### src/rtl/seg_pkg.sv
package seg_pkg;
    localparam int NUM_SEG = 6;
    localparam int CS_IDX  = 1;
    localparam int RW      = $clog2(NUM_SEG);
    localparam int AW      = 32;
    localparam int SW      = 16;
    localparam int LW      = 20;

    typedef struct packed {
        logic [AW-1:0] base;
        logic [LW-1:0] limit;
        logic          gran;
        logic          db;
        logic          avl;
        logic          sys;
        logic [3:0]    stype;
        logic [1:0]    dpl;
    } desc_t;

    typedef enum logic [2:0] {
        ST_IDLE, ST_FETCH_LO, ST_FETCH_HI, ST_CHECK, ST_DONE
    } ld_state_e;

    typedef enum logic [1:0] {
        FLT_NONE = 2'd0, FLT_LIMIT = 2'd1, FLT_ABSENT = 2'd2
    } flt_e;

    function automatic desc_t unpack_desc(input logic [63:0] d);
        desc_t r;
        r.base  = {d[63:56], d[39:32], d[31:16]};
        r.limit = {d[51:48], d[15:0]};
        r.gran  = d[55];
        r.db    = d[54];
        r.avl   = d[52];
        r.sys   = d[44];
        r.stype = d[43:40];
        r.dpl   = d[46:45];
        return r;
    endfunction
endpackage

### src/rtl/seg_sel_decode.sv
module seg_sel_decode
    import seg_pkg::*;
(
    input  logic [SW-1:0] sel,
    input  logic [AW-1:0] gbase,
    input  logic [15:0]   glimit,
    input  logic [AW-1:0] lbase,
    input  logic [15:0]   llimit,
    output logic [AW-1:0] desc_addr,
    output logic          lim_fault
);
    logic [12:0] idx;
    logic        ti;
    logic [15:0] last_byte;

    always_comb begin
        idx       = sel[15:3];
        ti        = sel[2];
        last_byte = {idx, 3'b111};
        desc_addr = (ti ? lbase : gbase) + {{(AW-16){1'b0}}, idx, 3'b000};
        lim_fault = last_byte > (ti ? llimit : glimit);
    end
endmodule

### src/rtl/seg_cache.sv
module seg_cache
    import seg_pkg::*;
(
    input  logic              clk,
    input  logic              rst,
    input  logic              wr_en,
    input  logic [RW-1:0]     wr_idx,
    input  desc_t             wr_desc,
    input  logic [SW-1:0]     wr_sel,
    input  logic [RW-1:0]     rd_idx,
    output desc_t             rd_desc,
    output logic [SW-1:0]     rd_sel,
    output logic              rd_valid,
    input  logic [RW-1:0]     tr_idx,
    output logic [AW-1:0]     tr_base,
    output logic              tr_valid,
    output logic [NUM_SEG-1:0] valid_vec
);
    desc_t         desc_q [NUM_SEG];
    logic [SW-1:0] sel_q  [NUM_SEG];

    for (genvar i = 0; i < NUM_SEG; i++) begin : g_ent
        always_ff @(posedge clk) begin
            if (rst) begin
                valid_vec[i] <= 1'b0;
                desc_q[i]    <= '0;
                sel_q[i]     <= '0;
            end else if (wr_en && wr_idx == RW'(i)) begin
                valid_vec[i] <= 1'b1;
                desc_q[i]    <= wr_desc;
                sel_q[i]     <= wr_sel;
            end
        end
    end

    always_comb begin
        rd_desc  = '0;
        rd_sel   = '0;
        rd_valid = 1'b0;
        tr_base  = '0;
        tr_valid = 1'b0;
        if (int'(rd_idx) < NUM_SEG) begin
            rd_desc  = desc_q[rd_idx];
            rd_sel   = sel_q[rd_idx];
            rd_valid = valid_vec[rd_idx];
        end
        if (int'(tr_idx) < NUM_SEG) begin
            tr_base  = desc_q[tr_idx].base;
            tr_valid = valid_vec[tr_idx];
        end
    end


    wr_in_range_chk: assert property (@(posedge clk) disable iff (rst)
        wr_en |-> (int'(wr_idx) < NUM_SEG));
endmodule

### src/rtl/seg_loader.sv
module seg_loader
    import seg_pkg::*;
(
    input  logic          clk,
    input  logic          rst,
    input  logic          tbl_we,
    input  logic          tbl_sel,
    input  logic [31:0]   tbl_base,
    input  logic [15:0]   tbl_limit,
    input  logic          ld_req,
    input  logic [2:0]    ld_reg,
    input  logic [15:0]   ld_sel,
    output logic          busy,
    output logic          done,
    output logic          fault,
    output logic [1:0]    fault_code,
    output logic          mem_req,
    output logic [31:0]   mem_addr,
    input  logic          mem_rvalid,
    input  logic [31:0]   mem_rdata,
    input  logic [2:0]    rd_reg,
    output logic          rd_valid,
    output logic [31:0]   rd_base,
    output logic [19:0]   rd_limit,
    output logic          rd_gran,
    output logic          rd_db,
    output logic          rd_avl,
    output logic          rd_sys,
    output logic [3:0]    rd_type,
    output logic [1:0]    rd_dpl,
    output logic [15:0]   rd_selector,
    output logic [1:0]    cpl,
    input  logic [2:0]    tr_reg,
    input  logic [31:0]   tr_off,
    output logic [31:0]   tr_lin,
    output logic          tr_fault
);
    ld_state_e     state;
    flt_e          flt;
    logic [RW-1:0] cur_reg;
    logic [SW-1:0] cur_sel;
    logic [AW-1:0] cur_addr;
    logic [31:0]   lo_word;
    logic [31:0]   hi_word;
    logic [AW-1:0] gbase, lbase;
    logic [15:0]   glimit, llimit;
    logic [AW-1:0] dec_addr;
    logic          dec_lim_fault;
    logic          present;
    logic          cache_we;
    desc_t         new_desc;
    desc_t         rd_desc;
    logic [AW-1:0] tr_base;
    logic          tr_valid;
    logic [NUM_SEG-1:0] valid_vec;

    always_ff @(posedge clk) begin
        if (rst) begin
            gbase <= '0; glimit <= '0; lbase <= '0; llimit <= '0;
        end else if (tbl_we) begin
            if (tbl_sel) begin
                lbase <= tbl_base; llimit <= tbl_limit;
            end else begin
                gbase <= tbl_base; glimit <= tbl_limit;
            end
        end
    end

    seg_sel_decode u_dec (
        .sel(ld_sel), .gbase(gbase), .glimit(glimit),
        .lbase(lbase), .llimit(llimit),
        .desc_addr(dec_addr), .lim_fault(dec_lim_fault)
    );

    always_comb begin
        new_desc = unpack_desc({hi_word, lo_word});
        present  = hi_word[15];
        cache_we = (state == ST_CHECK) && present;
    end

    always_ff @(posedge clk) begin
        if (rst) begin
            state    <= ST_IDLE;
            flt      <= FLT_NONE;
            cpl      <= 2'd0;
            cur_reg  <= '0;
            cur_sel  <= '0;
            cur_addr <= '0;
            lo_word  <= '0;
            hi_word  <= '0;
        end else begin
            unique case (state)
                ST_IDLE: begin
                    if (ld_req && int'(ld_reg) < NUM_SEG) begin
                        cur_reg  <= ld_reg;
                        cur_sel  <= ld_sel;
                        cur_addr <= dec_addr;
                        if (dec_lim_fault) begin
                            flt   <= FLT_LIMIT;
                            state <= ST_DONE;
                        end else begin
                            flt   <= FLT_NONE;
                            state <= ST_FETCH_LO;
                        end
                    end
                end
                ST_FETCH_LO: if (mem_rvalid) begin
                    lo_word <= mem_rdata;
                    state   <= ST_FETCH_HI;
                end
                ST_FETCH_HI: if (mem_rvalid) begin
                    hi_word <= mem_rdata;
                    state   <= ST_CHECK;
                end
                ST_CHECK: begin
                    if (!present) flt <= FLT_ABSENT;
                    else if (int'(cur_reg) == CS_IDX) cpl <= cur_sel[1:0];
                    state <= ST_DONE;
                end
                ST_DONE: state <= ST_IDLE;
                default: state <= ST_IDLE;
            endcase
        end
    end

    seg_cache u_cache (
        .clk(clk), .rst(rst),
        .wr_en(cache_we), .wr_idx(cur_reg), .wr_desc(new_desc), .wr_sel(cur_sel),
        .rd_idx(rd_reg), .rd_desc(rd_desc), .rd_sel(rd_selector), .rd_valid(rd_valid),
        .tr_idx(tr_reg), .tr_base(tr_base), .tr_valid(tr_valid),
        .valid_vec(valid_vec)
    );

    always_comb begin
        busy       = (state != ST_IDLE);
        done       = (state == ST_DONE);
        fault      = done && (flt != FLT_NONE);
        fault_code = done ? flt : FLT_NONE;
        mem_req    = (state == ST_FETCH_LO) || (state == ST_FETCH_HI);
        mem_addr   = cur_addr + ((state == ST_FETCH_HI) ? 32'd4 : 32'd0);
        rd_base    = rd_desc.base;
        rd_limit   = rd_desc.limit;
        rd_gran    = rd_desc.gran;
        rd_db      = rd_desc.db;
        rd_avl     = rd_desc.avl;
        rd_sys     = rd_desc.sys;
        rd_type    = rd_desc.stype;
        rd_dpl     = rd_desc.dpl;
        tr_lin     = tr_base + tr_off;
        tr_fault   = !tr_valid;
    end


    beat_hold_chk: assert property (@(posedge clk) disable iff (rst)
        (mem_req && !mem_rvalid) |=> (mem_req && $stable(mem_addr)));

    done_pulse_chk: assert property (@(posedge clk) disable iff (rst)
        done |=> !done);

    idle_quiet_chk: assert property (@(posedge clk) disable iff (rst)
        !busy |-> !mem_req);

    fault_keeps_cache_chk: assert property (@(posedge clk) disable iff (rst)
        fault |-> $stable(valid_vec));

    cpl_change_chk: assert property (@(posedge clk) disable iff (rst)
        !$stable(cpl) |-> (done && !fault));

    limit_no_read_chk: assert property (@(posedge clk) disable iff (rst)
        (done && fault_code == FLT_LIMIT) |-> $past(!mem_req));
endmodule

### config.mk
export PLATFORM = sky130hd
export DESIGN_NAME = seg_loader
export DESIGN_NICKNAME = d
export VERILOG_FILES = /design/src/rtl/seg_pkg.sv /design/src/rtl/seg_sel_decode.sv /design/src/rtl/seg_cache.sv /design/src/rtl/seg_loader.sv
export SDC_FILE = /design/constraint.sdc
export NUM_CORES = 1
export LEC_CHECK = 0
export BUFFER_PORTS_ARGS = -buffer_cell sky130_fd_sc_hd__buf_2
export CORE_MARGIN = 2
export CORE_UTILIZATION = 51
export CTS_BUF_LIST = sky130_fd_sc_hd__clkbuf_8
export DETAILED_ROUTE_END_ITERATION = 10
export PLACE_DENSITY = 0.7
export SKIP_CTS_REPAIR_TIMING = 1
export SLEW_MARGIN = 10
export SYNTH_ARGS = -nofsm -noshare
export SYNTH_HDL_FRONTEND = slang
export SYNTH_SLANG_ARGS = --single-unit
export TNS_END_PERCENT = 20
### constraint.sdc
create_clock -name clk -period 15.4 [get_ports clk]
set_input_delay 0 -clock clk [delete_from_list [all_inputs] [get_ports clk]]
set_output_delay 0 -clock clk [all_outputs]
set_load 0.02 [all_outputs]
# After elaboration in Yosys (flattened, before gate mapping)
# Memory sizes are Yosys's and may differ from the RTL's.
# Cells that the tools add are included.
[totals]
rom_bits = 0
input_bits = 143
reg_bits = 224
latch_bits = 0
wordCells = 134
memories = 2
ram_bits = 468
[mem_list]
columns = ["name", "words", "word_bits", "read_ports", "rd_ports_with_merged_regs", "write_ports", "line_no", "source"]
rows = [
  ["u_cache.desc_q", 6, 62, 2, 0, 6, "seg_cache.sv:19", "desc_t desc_q [NUM_SEG];"],
  ["u_cache.sel_q", 6, 16, 1, 0, 6, "seg_cache.sv:20", "logic [SW-1:0] sel_q [NUM_SEG];"],
]
[classes]
n_eq_ne = 14
reduce_logical = 24
n_lt_le_gt_ge = 6
mul = 0
n_addsub = 3
muxes = 54
n_bitwise = 13
shifts = 0
n_div = 0
[op_table]
columns = ["cell", "n"]
rows = [
  ["2-to-1 mux 62 bit", 7],
  ["2-to-1 mux 16 bit", 8],
  ["2-to-1 mux 32 bit", 2],
  ["adder 32 x 16 -> 32 bit", 1],
  ["adder 32 x 3 -> 32 bit", 1],
  ["adder 32 bit", 1],
  ["2-to-1 mux 1 bit", 25],
  ["> comparator 16 bit", 1],
  ["== test 3 x 2 -> 1 bit, second input constant", 5],
  ["2-to-1 mux 3 bit", 5],
  ["bitwise OR 1 bit", 12],
  ["case mux 3 bit (4 select lines)", 1],
  ["AND reduction 2 bit", 5],
  ["== test 3 bit, second input constant", 3],
  ["logical AND 1 bit", 9],
  ["< comparator 3 bit, second input constant", 3],
  ["AND reduction 3 bit", 3],
  ["< comparator 3 x 4 -> 1 bit, second input constant", 2],
  ["!= test 2 bit, second input constant", 4],
  ["binary-select mux 1 bit (select 3 bit)", 2],
  ["== test 3 x 1 -> 1 bit, second input constant", 2],
  ["logical NOT 3 bit", 2],
  ["2-to-1 mux 2 bit", 3],
  ["case mux 2 bit (2 select lines)", 1],
  ["5 further kinds", 6],
]

# Depth between registers and ports, before layout
[depth]
depth_word = 7
depth_mapped = 17
ltp_nobuf = 14

# By module
# A second synthesis with hierarchy kept.
[hier_totals]
cells_unflattened = 3200
area_unflattened_um2 = 34508.1
[modules_own_cells]
columns = ["mod", "seq_area_each_um2", "instances", "cells_per_inst", "area_per_inst_um2"]
rows = [
  ["seg_cache", 14173.6, 1, 1687, 22949.5],
  ["seg_loader", 4344.2, 1, 1279, 9706.8],
  ["seg_sel_decode", 0.0, 1, 234, 1851.8],
]

# Least setup slack after synthesis
# Ideal clock, no wire load.
[synth_path]
path_kind = "reg-to-reg"
from = "reg state[1]"
to = "mem u_cache.desc_q[2][0] (netlist name) (enable)"
slack_ps = 8189
path_buffers = 1
setup_time_ps = 622
t_required_ps = 14778
path_stages_with_launch = 7
arrival_ps = 6589
synth_period_minus_slack_ps = 7211
path_cell_list = "dfxtp_1 nand2_1 nor3b_2 nor2b_1 buf_2 nand2_1 o21ai_0"
[synth_rtl]
columns = ["element", "line_no", "source"]
rows = [
  ["from (decl)", "seg_loader.sv:38", "ld_state_e state;"],
  ["from (signal assigned)", "seg_loader.sv:83", "state <= ST_IDLE;"],
  ["from (signal assigned)", "seg_loader.sv:100", "state <= ST_DONE;"],
  ["from (signal assigned)", "seg_loader.sv:103", "state <= ST_FETCH_LO;"],
  ["to (decl)", "seg_cache.sv:19", ""],
]

==> flow_summary_export.csv <==
group,metric,value,unit
run_status,status,"finished clean",
global_routing,grtUsageTotal,27.5,%
timing,hold_viol_final,0,
global_routing,overflow,0,
floorplan,die_x,261,um
timing,fin_tns_setup,0,ns
timing,clock_skew,0.0316,ns
synthesis,async_flop_share,0,%
floorplan,die_y,261,um
layout,drive_above_1_share,18.7,%
route,routed_wl,96.4,mm
worst_setup_path,cp-start-kind,"flip-flop",
layout,final_common_cell,"edfxtp_1",
clock_tree,cts_sinks,691,
synthesis,syn-num-nets,3221,
power,cellPowerDensity,106,mW/mm^2
route,viasPerCell,5.92,
worst_setup_path,r2r_cells,7,
worst_setup_path,critPathMaxFanout,4,
layout,layout_common_cells,"edfxtp_1, nand2_1, buf_2",
synthesis,syn_avg_cell_area,11.2,um^2
layout,fill_cells,5353,
min_path,min_path_cells,5,
route,wl_per_cell,22.4,um
clock_tree,cts_tree,"yes",
synthesis,synth_area,0.0338,mm^2
global_routing,antenna_found_initial,4,
layout,reg_top3,"u_cache.desc_q: 372 flops, u_cache.sel_q: 96 flops",
timing,setup_viol,0,
layout,fin_nets,3539,
floorplan,die_area,0.0683,mm^2
timing,finalMaxSlewViolations,0,
place,port_buffers,294,
run,max_cap_violations,0,
timing,max_freq,0.200,GHz
synthesis,synth_edf_count,468,
timing,hold_ws,0.00505,ns
place,place.gp.congestion,0.882,
worst_setup_path,slowest_stage,"mux4_2",
route,drt_pre_antenna_iters,6,
worst_setup_path,arrival,5.01,ns
route,ant_nets,0,
synthesis,yosysWarningCount,0,
clock_tree,clock_path_buffers,3,
power,max-vdd-ir-drop,0.0000701,V
layout,regMostFlops,"u_cache.desc_q",
synthesis,syn_inst,3017,
clock_tree,numCtsBuffers,109,
timing,tightest_slew,1.16,ns
global_routing,grt_pass1_wl,144,mm
layout,final_core_util,59.5,%
timing,max_slew_margin,22.6,%
layout,largest_reg_flops,372,
layout,final_cells,4297,
worst_setup_path,cpMostUsedCell,"a21oi_1",
clock_tree,clkTransAtPathRegs,0.06,ns
floorplan,rows,94,
synthesis,seq_area_frac_synth,54.8,%
timing,period_minus_slack,5.01,ns
worst_setup_path,end_kind,"output pin",
clock_tree,cts-root-buf,"clkbuf_8",
layout,area_growth,15.6,%
synthesis,ys.flop_type,"edfxtp_1",
route,vias,25400,
worst_setup_path,crit_chain,"mux4_2, nand2_1, o21ai_0, ha_1, fa_1, a21o_1, a221oi_4, a21oi_1, o31ai_1, a21oi_1, a21oi_1, o21ai_0, o41ai_1, xnor2_1, buf_2",
timing,rsz0062_at_grt,"no",
worst_setup_path,slowest_delay,0.49,ns
global_routing,grt_pass1_vias,25000,
worst_setup_path,cp.required,15.40,ns
synthesis,ys_ff_latch,691,
place,dp.cells,3984,
clock_tree,clkLatencyLatePin,0.72,ns
min_path,hp-class,"in -> reg",
timing,finalCritPeriodShare,32.5,%
floorplan,io_pins,295,
floorplan,initial_utilization,51.5,%
place,place_hpwl,57.2,mm
global_routing,grt_start_max_net_pins,114,
route,drt_iter0_drc,2386,
power,power_leakage,0.0163,uW
clock_tree,cts-htree-levels,3,
route,drc_errors,0,
floorplan,core,0.0656,mm^2
synthesis,ys_types,64,
worst_setup_path,crit_type,"reg -> out",
[worst paths after layout]
check                   startpoint                    end  slack (ns)
max          u_cache.desc_q[3][30]             tr_lin[30]       10.39
min                        tbl_sel             glimit[14]       0.005
max reg2reg               state[0]  u_cache.desc_q[1][36]       10.53
min reg2reg               lbase[9]               lbase[9]        0.45
[worst max-delay path, delay by kind of cell, from the launching register on]
kind                     cells  cell delay, ns
AO/OA/AOI/OAI                9            2.33
buffers and inverters        1            0.18
flip-flops                   1            0.39
AND/OR/NAND/NOR              1            0.09
adder cells (fa/ha/maj)      2            0.66
XOR/XNOR                     1            0.16
multiplexers                 1            0.49
[stage by stage]
stage	setup WS, ns	power (uW)	instance area [um^2]
finish	10.39	4120	39000
global route	10.10	4270	39000
CTS	10.36	4120	38000
detailed placement	10.62	2630	35900
global placement	10.84	2620	35900
floorplan	8.19	2450	33800
[logic make-up (layout without fill, tap and decap cells)]
| kind of cell | count (synthesis) | after routing | share of synthesized area [%] |
|---|---|---|---|
| and+or+nand+nor | 1110 | 1110 | 16.7 |
| adders and majority gates | 61 | 61 | 2.30 |
| muxes | 260 | 260 | 11.9 |
| xor gates and xnor gates | 74 | 74 | 1.92 |
| AOI/OAI and AO/OA | 496 | 496 | 8.63 |
| DFF | 691 | 691 | 54.8 |
| other | 0 | 4 | 0 |
| buffers and inverters | 325 | 737 | 3.68 |
[layer usage]
layer / GRT usage, % / up-vias / wire, um
li1: - / 11600 / -
met1: 35.0 / 12600 / 37600
met2: 48.3 / 1170 / 48400
met3: 4.09 / 154 / 8010
met4: 9.03 / 0 / 2440
met5: 0 / - / 0
[report_power, final]
group	switching [uW]	internal, uW
clock	732	775
combinational	334	198
sequential	42.0	2040
[layout make-up]
class | instances | area, um^2 | share of cell area (%)
sequential | 691 | 18500 | 47.4
multi-input combinational | 2001 | 14100 | 36.2
timing repair buffer | 435 | 2810 | 7.21
clock buffer | 125 | 1720 | 4.41
tap | 864 | 1080 | 2.77
clock inverter | 80 | 395 | 1.01
inverter | 97 | 367 | 0.939
antenna | 4 | 10.0 | 0.0256
[cell usage after synthesis, types with 24 or more instances]
library cell  number  area share, %
edfxtp_1         468             42
nand2_1          461            5.1
a21oi_1          254            3.8
and3_1           250            4.6
and2_1           239            4.4
dfxtp_1          223             13
clkbuf_1         192            2.1
mux2i_1          131            3.9
mux4_2           112            7.5
inv_1             96            1.1
o22ai_1           80            1.5
o21ai_0           60           0.89
ha_1              59            2.2
xnor2_1           50            1.3
nor2_1            47           0.52
nand3_1           36           0.53
a21o_1            33           0.73
xor2_1            24           0.62
No activity file was read; power rests on OpenSTA's default activity.
